`src/rtl/pixel_simd_pkg.sv`:
```
package pixel_simd_pkg;

    localparam int OP_W = 3;

    typedef enum logic [OP_W-1:0] {
        OP_ADD8  = 3'd0,
        OP_ADD16 = 3'd1,
        OP_AVG8  = 3'd2,
        OP_SAD   = 3'd3,
        OP_WIN   = 3'd4
    } pix_op_e;

endpackage

```
`src/rtl/psu_lane_add.sv`:
```
// Lane-wise add with per-lane clamping; SIGNED_SAT picks the variant.
module psu_lane_add #(
    parameter int W          = 8,
    parameter int N          = 4,
    parameter bit SIGNED_SAT = 1'b0
) (
    input  logic [N*W-1:0] a,
    input  logic [N*W-1:0] b,
    output logic [N*W-1:0] y
);
    for (genvar i = 0; i < N; i++) begin : g_lane
        logic [W-1:0] la, lb;
        assign la = a[i*W +: W];
        assign lb = b[i*W +: W];
        if (SIGNED_SAT) begin : g_sgn
            logic [W-1:0] s;
            logic         ovf;
            assign s   = la + lb;
            assign ovf = (la[W-1] == lb[W-1]) && (s[W-1] != la[W-1]);
            assign y[i*W +: W] = ovf ? (la[W-1] ? {1'b1, {(W-1){1'b0}}}
                                                : {1'b0, {(W-1){1'b1}}})
                                     : s;
        end else begin : g_uns
            logic [W:0] s;
            assign s = {1'b0, la} + {1'b0, lb};
            assign y[i*W +: W] = s[W] ? {W{1'b1}} : s[W-1:0];
        end
    end
endmodule

```
`src/rtl/psu_lane_avg.sv`:
```
// Per-lane rounding average; carry bit kept inside the lane.
module psu_lane_avg #(
    parameter int W = 8,
    parameter int N = 4
) (
    input  logic [N*W-1:0] a,
    input  logic [N*W-1:0] b,
    output logic [N*W-1:0] y
);
    for (genvar i = 0; i < N; i++) begin : g_lane
        logic [W:0] s;
        assign s = {1'b0, a[i*W +: W]} + {1'b0, b[i*W +: W]} + {{W{1'b0}}, 1'b1};
        assign y[i*W +: W] = s[W:1];
    end
endmodule

```
`src/rtl/psu_lane_absdiff.sv`:
```
// Per-lane absolute difference of unsigned lanes.
module psu_lane_absdiff #(
    parameter int W = 8,
    parameter int N = 4
) (
    input  logic [N*W-1:0] a,
    input  logic [N*W-1:0] b,
    output logic [N*W-1:0] y
);
    for (genvar i = 0; i < N; i++) begin : g_lane
        logic [W-1:0] la, lb;
        assign la = a[i*W +: W];
        assign lb = b[i*W +: W];
        assign y[i*W +: W] = (la >= lb) ? (la - lb) : (lb - la);
    end
endmodule

```
`src/rtl/psu_byte_window.sv`:
```
// Picks N consecutive lanes out of the 2N-lane concatenation {b,a}.
module psu_byte_window #(
    parameter int W     = 8,
    parameter int N     = 4,
    parameter int OFF_W = 2
) (
    input  logic [N*W-1:0]   a,
    input  logic [N*W-1:0]   b,
    input  logic [OFF_W-1:0] off,
    output logic [N*W-1:0]   y
);
    logic [2*N*W-1:0] wide;
    assign wide = {b, a};
    assign y    = wide[int'(off)*W +: N*W];
endmodule

```
`src/rtl/psu_sad_accum.sv`:
```
// Next-value logic for the saturating per-lane accumulators.
module psu_sad_accum #(
    parameter int DW = 8,
    parameter int AW = 16,
    parameter int N  = 4
) (
    input  logic [N*DW-1:0] diff,
    input  logic [N*AW-1:0] acc_q,
    input  logic            clr,
    input  logic            en,
    output logic [N*AW-1:0] acc_d
);
    for (genvar i = 0; i < N; i++) begin : g_lane
        logic [AW-1:0] base;
        logic [AW:0]   sum;
        assign base = clr ? '0 : acc_q[i*AW +: AW];
        assign sum  = {1'b0, base} + {{(AW+1-DW){1'b0}}, diff[i*DW +: DW]};
        assign acc_d[i*AW +: AW] = !en    ? base :
                                   sum[AW] ? {AW{1'b1}} : sum[AW-1:0];
    end
endmodule

```
`src/rtl/pixel_simd_unit.sv`:
```
module pixel_simd_unit
    import pixel_simd_pkg::*;
#(
    parameter int LANE_W = 8,
    parameter int LANES  = 4,
    parameter int ACC_W  = 16,
    parameter int OFF_W  = $clog2(LANES),
    parameter int WORD_W = LANES * LANE_W
) (
    input  logic                   clk,
    input  logic                   rst_n,
    input  logic                   op_valid,
    input  logic [OP_W-1:0]        op_sel,
    input  logic [OFF_W-1:0]       align_off,
    input  logic [WORD_W-1:0]      src_a,
    input  logic [WORD_W-1:0]      src_b,
    input  logic                   acc_clr,
    output logic [WORD_W-1:0]      result,
    output logic                   result_valid,
    output logic [LANES*ACC_W-1:0] acc_out
);
    localparam int HALF_LANES = LANES / 2;
    localparam int HALF_W     = 2 * LANE_W;
    localparam int ACC_TOT_W  = LANES * ACC_W;

    typedef struct packed {
        logic [WORD_W-1:0]    result;
        logic                 valid;
        logic [ACC_TOT_W-1:0] acc;
    } state_t;

    state_t  st_q, st_d;
    pix_op_e op;

    logic [WORD_W-1:0]    add8_y, add16_y, avg_y, sad_y, win_y;
    logic [ACC_TOT_W-1:0] acc_next;
    logic                 sad_en;

    assign op     = pix_op_e'(op_sel);
    assign sad_en = op_valid && (op == OP_SAD);

    psu_lane_add #(.W(LANE_W), .N(LANES), .SIGNED_SAT(1'b0)) u_add8 (
        .a(src_a), .b(src_b), .y(add8_y)
    );

    psu_lane_add #(.W(HALF_W), .N(HALF_LANES), .SIGNED_SAT(1'b1)) u_add16 (
        .a(src_a), .b(src_b), .y(add16_y)
    );

    psu_lane_avg #(.W(LANE_W), .N(LANES)) u_avg (
        .a(src_a), .b(src_b), .y(avg_y)
    );

    psu_lane_absdiff #(.W(LANE_W), .N(LANES)) u_absd (
        .a(src_a), .b(src_b), .y(sad_y)
    );

    psu_byte_window #(.W(LANE_W), .N(LANES), .OFF_W(OFF_W)) u_win (
        .a(src_a), .b(src_b), .off(align_off), .y(win_y)
    );

    psu_sad_accum #(.DW(LANE_W), .AW(ACC_W), .N(LANES)) u_acc (
        .diff(sad_y), .acc_q(st_q.acc), .clr(acc_clr), .en(sad_en), .acc_d(acc_next)
    );

    always_comb begin
        st_d       = st_q;
        st_d.valid = op_valid;
        st_d.acc   = acc_next;
        if (op_valid) begin
            case (op)
                OP_ADD8:  st_d.result = add8_y;
                OP_ADD16: st_d.result = add16_y;
                OP_AVG8:  st_d.result = avg_y;
                OP_SAD:   st_d.result = sad_y;
                OP_WIN:   st_d.result = win_y;
                default:  st_d.result = '0;
            endcase
        end
    end

    always_ff @(posedge clk or negedge rst_n) begin
        if (!rst_n) begin
            st_q <= '0;
        end else begin
            st_q <= st_d;
        end
    end

    assign result       = st_q.result;
    assign result_valid = st_q.valid;
    assign acc_out      = st_q.acc;

endmodule

```
`config.mk`:
```
export PLATFORM = sky130hd
export DESIGN_NAME = pixel_simd_unit
export DESIGN_NICKNAME = d
export VERILOG_FILES = /design/src/rtl/pixel_simd_pkg.sv /design/src/rtl/psu_lane_add.sv /design/src/rtl/psu_lane_avg.sv /design/src/rtl/psu_lane_absdiff.sv /design/src/rtl/psu_byte_window.sv /design/src/rtl/psu_sad_accum.sv /design/src/rtl/pixel_simd_unit.sv
export SDC_FILE = /design/constraint.sdc
export NUM_CORES = 1
export LEC_CHECK = 0
export ABC_AREA = 0
export BUFFER_PORTS_ARGS = -buffer_cell sky130_fd_sc_hd__buf_2
export CAP_MARGIN = 10
export CORE_ASPECT_RATIO = 0.6
export CORE_MARGIN = 2
export CORE_UTILIZATION = 65
export CTS_CLUSTER_SIZE = 25
export DETAILED_ROUTE_END_ITERATION = 8
export PLACE_DENSITY = 0.89
export SYNTH_ARGS = -nofsm -noshare
export SYNTH_HDL_FRONTEND = slang
export SYNTH_SLANG_ARGS = --single-unit
```
`constraint.sdc`:
```
create_clock -name clk -period 6.6 [get_ports clk]
set_input_delay 1.32 -clock clk [delete_from_list [all_inputs] [get_ports clk]]
set_output_delay 1.32 -clock clk [all_outputs]
set_load 0.02 [all_outputs]
```
==> impl_metrics.py, run 1 <==
metrics = {
    "synthesis": {
        "synth_edf_count": 0,
        "ys_seq_area_share_pct": 19.4,
        "synth_largest_area_cell": "dfrtp_1",
        "syn_inst": 1586,
        "synth.distinct_cells": 93,
        "synth.top_cell.area_share_pct": 19.4,
        "synth_area_leaders": "dfrtp_1 (19%), ha_1 (12%), a21oi_1 (6.1%)",
        "yosysWarnings": 0,
        "synth_flop_cell": "dfrtp_1",
        "ys_ff_latch": 97,
        "async_flop_share_pct": 100,
        "yosysMostFrequentCell": "a21oi_1",
        "synth_nets": 1799,
        "netlist_area_mm2": 0.0125,
        "synthTopCellsByCount": "a21oi_1 (152), nand2_1 (136), inv_1 (134)",
        "syn_area_per_cell_um2": 7.88,
    },
    "drt": {
        "wl_per_cell_um": 22.7,
        "dr_total_vias": 13181,
        "via_per_inst": 6.75,
        "drc": 0,
        "dr.pass1.iters": 8,
        "drt_iter0_markers": 2087,
        "wl_um": 44300,
        "antenna_left": 0,
    },
    "power": {
        "sw_frac_of_total_pct": 43.5,
        "power.density_mw_per_mm2": 179,
        "pwr-share-clk_pct": 22.4,
        "power.total_uw": 2450,
        "internal_power_uw": 1380,
        "seq_power_share_pct": 27.2,
        "ir_worst_vdd_v": 0.000128,
        "combinationalPowerShare_pct": 50.4,
        "power.switching_uw": 1070,
        "leakage_uw": 0.00651,
    },
    "sta": {
        "max_freq_mhz": 171,
        "period_needed_ps": 5850,
        "rsz0062_at_grt": "false",
        "finalCritPeriodShare_pct": 88.6,
        "fin_skew_ps": 7.19,
        "finalHoldViolCount": 0,
        "finalSetupTns_ps": 0,
        "slew_violations": 0,
        "slew_headroom_pct": 19.9,
        "final-setup-viol-count": 0,
        "worst_pin_slew_ps": 1200,
    },
    "cts": {
        "cts_resized": 0,
        "worst_skew_pair.late_latency_ps": 350,
        "ctsLongestPathBuffers": 2,
        "h-tree-depth": 3,
        "clk_pin_slew_ps": 70,
        "post-cts-setup-buffers": 0,
        "numCtsBuffers": 9,
        "cts_tree": "yes",
        "cts-root-buf": "clkbuf_16",
        "cts.sinks": 97,
        "hold_buffers": 0,
    },
    "cells_and_area": {
        "final_nets": 1913,
        "drive_above_1_share_pct": 15.0,
        "area.growth.synth_to_final_pct": 9.58,
        "final_util_pct": 72.3,
    },
    "critical_path": {
        "regToRegStartpoint": "acc_out[32]",
        "worstPathArrival_ps": 6080,
        "max_stage_delay_ps": 400,
        "critPathKind": "primary input to flop",
        "timing.rr.end": "acc_out[43]",
        "cp_cell_sequence": "buf_2 > ha_1 > inv_1 > fa_1 > a21o_1 > a21oi_1 > a311o_1 > and2_1 > a31oi_1 > a221o_1 > nand2_1 > nand2_1 > xor2_1 > ha_1 > o21a_1 > o21a_1 > o21ai_0 > o21ai_2 > nand2b_1 > o21ai_0 > or2_1",
        "reg2reg_depth": 13,
        "cp.required_ps": 6830,
        "start_kind": "primary input",
        "reg2reg_slack_ps": 3100,
        "cpMaxStageDelayCell": "fa_1",
        "path_buf_inv": 2,
        "crit_family": "compound AO/OA/AOI/OAI gates",
        "crit_cells": 21,
        "crit_path_end_kind": "flop",
        "cp_max_fo": 13,
    },
    "floorplan": {
        "start_util_pct": 66.0,
        "core.rowCount": 39,
        "die_w_um": 183,
        "die_area_mm2": 0.0204,
        "num_io_pins": 170,
        "core_mm2": 0.0189,
        "die_h_um": 111,
    },
    "global_routing": {
        "grt_pass1_wl_um": 68700,
        "grt_max_degree": 67,
        "antenna_found_initial": 1,
        "first_global_vias": 12058,
        "grt_overflow": 0,
        "grt_usage_pct": 43.1,
    },
    "status": {
        "outcome": "finished clean",
    },
    "worst_hold_path": {
        "hold_depth": 2,
        "hold_class": "flop to flop",
        "min_from": "result[5]",
        "whs_endpoint": "result[5]",
    },
    "place": {
        "gp_congestion": 1.04,
        "portBuffers": 169,
        "dpl.hpwl_um": 34700,
    },
    "run": {
        "cap_violations": 0,
    },
}
==> state kept, by name (all words and copies together), names as in the netlist <==
register / flops
acc_out: 64
result: 32
result_valid: 1
==> layout by cell type (no fill, tap or decap), types with 15 or more instances in the layout <==
cell	count
o21bai_1	15
nand2b_1	19
nor2b_1	41
xor2_1	46
a21oi_1	152
nand2_1	136
o21a_1	16
xnor2_1	80
buf_4	18
a21o_1	27
mux2i_1	34
mux4_2	15
a31oi_1	29
o211ai_1	15
nand3_1	27
nor2_1	121
buf_2	168
nor3_1	25
o21ai_0	99
ha_1	124
inv_1	134
dfrtp_1	97
a211oi_1	15
fa_1	16
==> stage by stage <==
stage                     hold WS (ps)  std cells  worst slack (ps)  instance area (um^2)
after global routing               529       1952               476                 13700
after detailed placement           469       1935               447                 13400
final                              523       1952               751                 13700
after global placement             473       1935               618                 13400
after CTS                          510       1951               797                 13700
after floorplan                    595       1586              1400                 12500
==> layer usage <==
metal  vias to the layer above  share of wire (%)  routed length, um  global-route usage (%)
li1                       5862                  -                  -                       -
met1                      6195                 41              18200                    62.4
met2                       990                 41              18300                    62.4
met3                       134                 14               6100                    11.7
met4                         0                3.7               1640                    13.8
met5                         -                  0                  0                       0
==> tightest hold or removal path, cell delays in order (launching register included) <==
cell	delay [ps]
dfrtp_1	360
nand2_1	60
nand3_1	70
==> final cells by class <==
type	count	area (um^2)
Clock buffer	12	256
Inverter	136	510
Sequential cell	97	2430
Fill cell	1539	5240
Antenna cell	1	2.50
Clock inverter	4	51.3
Timing Repair Buffer	186	976
Tap cell	246	308
Multi-Input combinational cell	1270	9160
==> worst max path at each step <==
stage                     startpoint     endpoint
after detailed placement    src_a[0]  acc_out[11]
after CTS                   src_a[0]  acc_out[11]
after global placement      src_a[0]  acc_out[11]
final                       src_b[0]  acc_out[11]
after floorplan             src_a[0]  acc_out[13]
after global routing        src_a[0]  acc_out[15]
==> cells by family after synthesis <==
kind of cell    after synthesis  share of synthesized area (%)
fa+ha+maj                   141                           15.1
mux                          57                           6.15
flops                        97                           19.4
xor+xnor                    127                           8.96
buf+inv                     219                           7.32
simple gates                451                           17.4
compound gates              494                           25.6
==> power by group through the flow <==
stage / Sequential (uW) / Combinational (uW) / Clock (uW)
floorplan: 717 / 777 / 0
CTS: 664 / 1190 / 545
detailed placement: 674 / 1180 / 0
finish: 666 / 1240 / 548
global placement: 672 / 1160 / 0
global route: 668 / 1320 / 571
Power figures use the tool's default switching activity.
==> run 2, diff against run 1 <==
- BUFFER_PORTS_ARGS: -buffer_cell sky130_fd_sc_hd__buf_2 -> -buffer_cell sky130_fd_sc_hd__buf_4
- CAP_MARGIN: 10 -> 20
==> impl_metrics.py, run 2 (synthesis gave the netlist of run 1 again) <==
metrics = {
    "status": {
        "outcome": "finished clean",
    },
    "sta": {
        "max_freq_mhz": 166,
        "layout_setup_ws_ps": 572,
        "period_needed_ps": 6030,
        "finalCritPeriodShare_pct": 91.3,
        "rsz0062_at_grt": "false",
        "fin_skew_ps": 8.46,
        "slew_violations": 0,
        "final-setup-viol-count": 0,
        "finalHoldViolCount": 0,
        "worst_pin_slew_ps": 940,
        "slew_headroom_pct": 37.3,
        "finalSetupTns_ps": 0,
    },
    "drt": {
        "wl_per_cell_um": 22.3,
        "antenna_left": 0,
        "via_per_inst": 6.71,
        "drc": 0,
        "dr.pass1.iters": 8,
        "drt_iter0_markers": 1893,
        "wl_um": 43400,
        "dr_total_vias": 13069,
    },
    "worst_hold_path": {
        "min_from": "result[9]",
        "hold_depth": 2,
        "whs_endpoint": "result[9]",
        "hold_class": "flop to flop",
    },
    "cells_and_area": {
        "drive_above_1_share_pct": 14.9,
        "final_nets": 1910,
        "area.growth.synth_to_final_pct": 12.7,
        "antenna_cells": 0,
        "final_common_cell": "buf_4",
        "fin_cells": 1948,
        "final_cell_mix": "buf_4 (183), a21oi_1 (152), nand2_1 (136)",
        "finalInstanceArea_mm2": 0.0141,
        "largest_reg_flops": 64,
    },
    "critical_path": {
        "reg2reg_depth": 13,
        "cpMaxStageDelayCell": "mux2i_1",
        "regToRegStartpoint": "acc_out[32]",
        "worstPathArrival_ps": 6230,
        "crit_path_end_kind": "flop",
        "timing.rr.end": "acc_out[43]",
        "max_stage_delay_ps": 610,
        "start_kind": "primary input",
        "cp.required_ps": 6800,
        "reg2reg_slack_ps": 3270,
        "critPathMostFrequentCell": "inv_1",
        "cp_max_fo": 9,
        "critPathKind": "primary input to flop",
        "critPathLaunch": "src_a[0]",
        "cp_cell_sequence": "buf_4 > inv_1 > ha_1 > inv_1 > fa_1 > a21o_1 > a21oi_1 > a311o_1 > and2_1 > mux2i_1 > inv_1 > ha_1 > a21o_1 > a21oi_1 > nor2_1 > o21ai_0 > o41ai_1 > nor4_2 > o21ai_2 > mux2i_1 > o311ai_0",
    },
    "floorplan": {
        "die_area_mm2": 0.0204,
        "core.rowCount": 39,
        "start_util_pct": 66.0,
        "core_mm2": 0.0189,
        "die_w_um": 183,
        "num_io_pins": 170,
        "die_h_um": 111,
    },
    "place": {
        "dpl.hpwl_um": 34200,
        "placed_area_mm2": 0.0138,
        "placed_cells": 1932,
        "gp_congestion": 1.06,
        "post-place-ws_ps": 363,
        "portBuffers": 169,
    },
    "cts": {
        "hold_buffers": 0,
        "worst_skew_pair.late_latency_ps": 360,
        "cts_resized": 0,
        "numCtsBuffers": 9,
        "ctsLongestPathBuffers": 2,
        "clk_pin_slew_ps": 70,
        "cts_tree": "yes",
        "cts.sinks": 97,
        "cts-root-buf": "clkbuf_16",
        "post-cts-setup-buffers": 0,
        "h-tree-depth": 3,
    },
    "power": {
        "internal_power_uw": 1400,
        "ir_worst_vdd_v": 0.000163,
        "pwr-share-clk_pct": 21.8,
        "power.total_uw": 2470,
        "leakage_uw": 0.00656,
        "combinationalPowerShare_pct": 51.1,
        "power.density_mw_per_mm2": 176,
        "sw_frac_of_total_pct": 43.2,
        "power.switching_uw": 1070,
        "seq_power_share_pct": 27.1,
    },
    "run": {
        "cap_violations": 0,
    },
    "global_routing": {
        "grt_overflow": 0,
        "grt_pass1_wl_um": 67700,
        "grt_max_degree": 65,
        "grt_usage_pct": 42.5,
        "antenna_found_initial": 0,
        "first_global_vias": 12047,
    },
}
run 2: final cells by class:
class / count / area [um^2]
repair buffers: 183 / 1370
fillers: 1485 / 4860
flip-flops and latches: 97 / 2430
well taps: 246 / 308
clock buffers: 10 / 239
clock inverters: 6 / 57.6
multi-input cells: 1270 / 9160
inverters: 136 / 510
run 2: critical path, delay by kind of cell:
family / cells / cell delay [ps]
adder cells (fa/ha/maj): 3 / 910
AND/OR/NAND/NOR: 3 / 1020
multiplexers: 2 / 830
AO/OA/AOI/OAI: 9 / 1800
buffers and inverters: 4 / 350
run 2: power groups by stage:
stage | logic (uW) | registers [uW] | clock network [uW]
after floorplan | 777 | 717 | 0
after global placement | 1200 | 675 | 0
after CTS | 1220 | 666 | 540
after global routing | 1340 | 671 | 565
final | 1260 | 669 | 539
after detailed placement | 1210 | 677 | 0
run 2: worst max-delay path by stage:
stage	cells after the start	slack, ps	to
3_5_place_dp	21	360	acc_out[9]
3_3_place_gp	21	650	acc_out[11]
5_1_grt	21	300	acc_out[9]
6_report	21	570	acc_out[9]
4_1_cts	21	700	acc_out[9]
2_1_floorplan	22	1400	acc_out[13]
run 2: through the flow:
step	hold WS, ps	utilization (%)
floorplan	595	-
global placement	475	72.8
detailed placement	495	72.8
CTS	513	74.3
global route	536	74.3
finish	512	74.3
run 2: metal layers:
| metal | vias to the layer above | GRT usage (%) | share of wire, % |
|---|---|---|---|
| met4 | 0 | 13.3 | 3.6 |
| met2 | 975 | 62.5 | 42 |
| met5 | - | 0 | 0 |
| li1 | 5858 | - | - |
| met3 | 143 | 11.1 | 14 |
| met1 | 6093 | 61.3 | 41 |
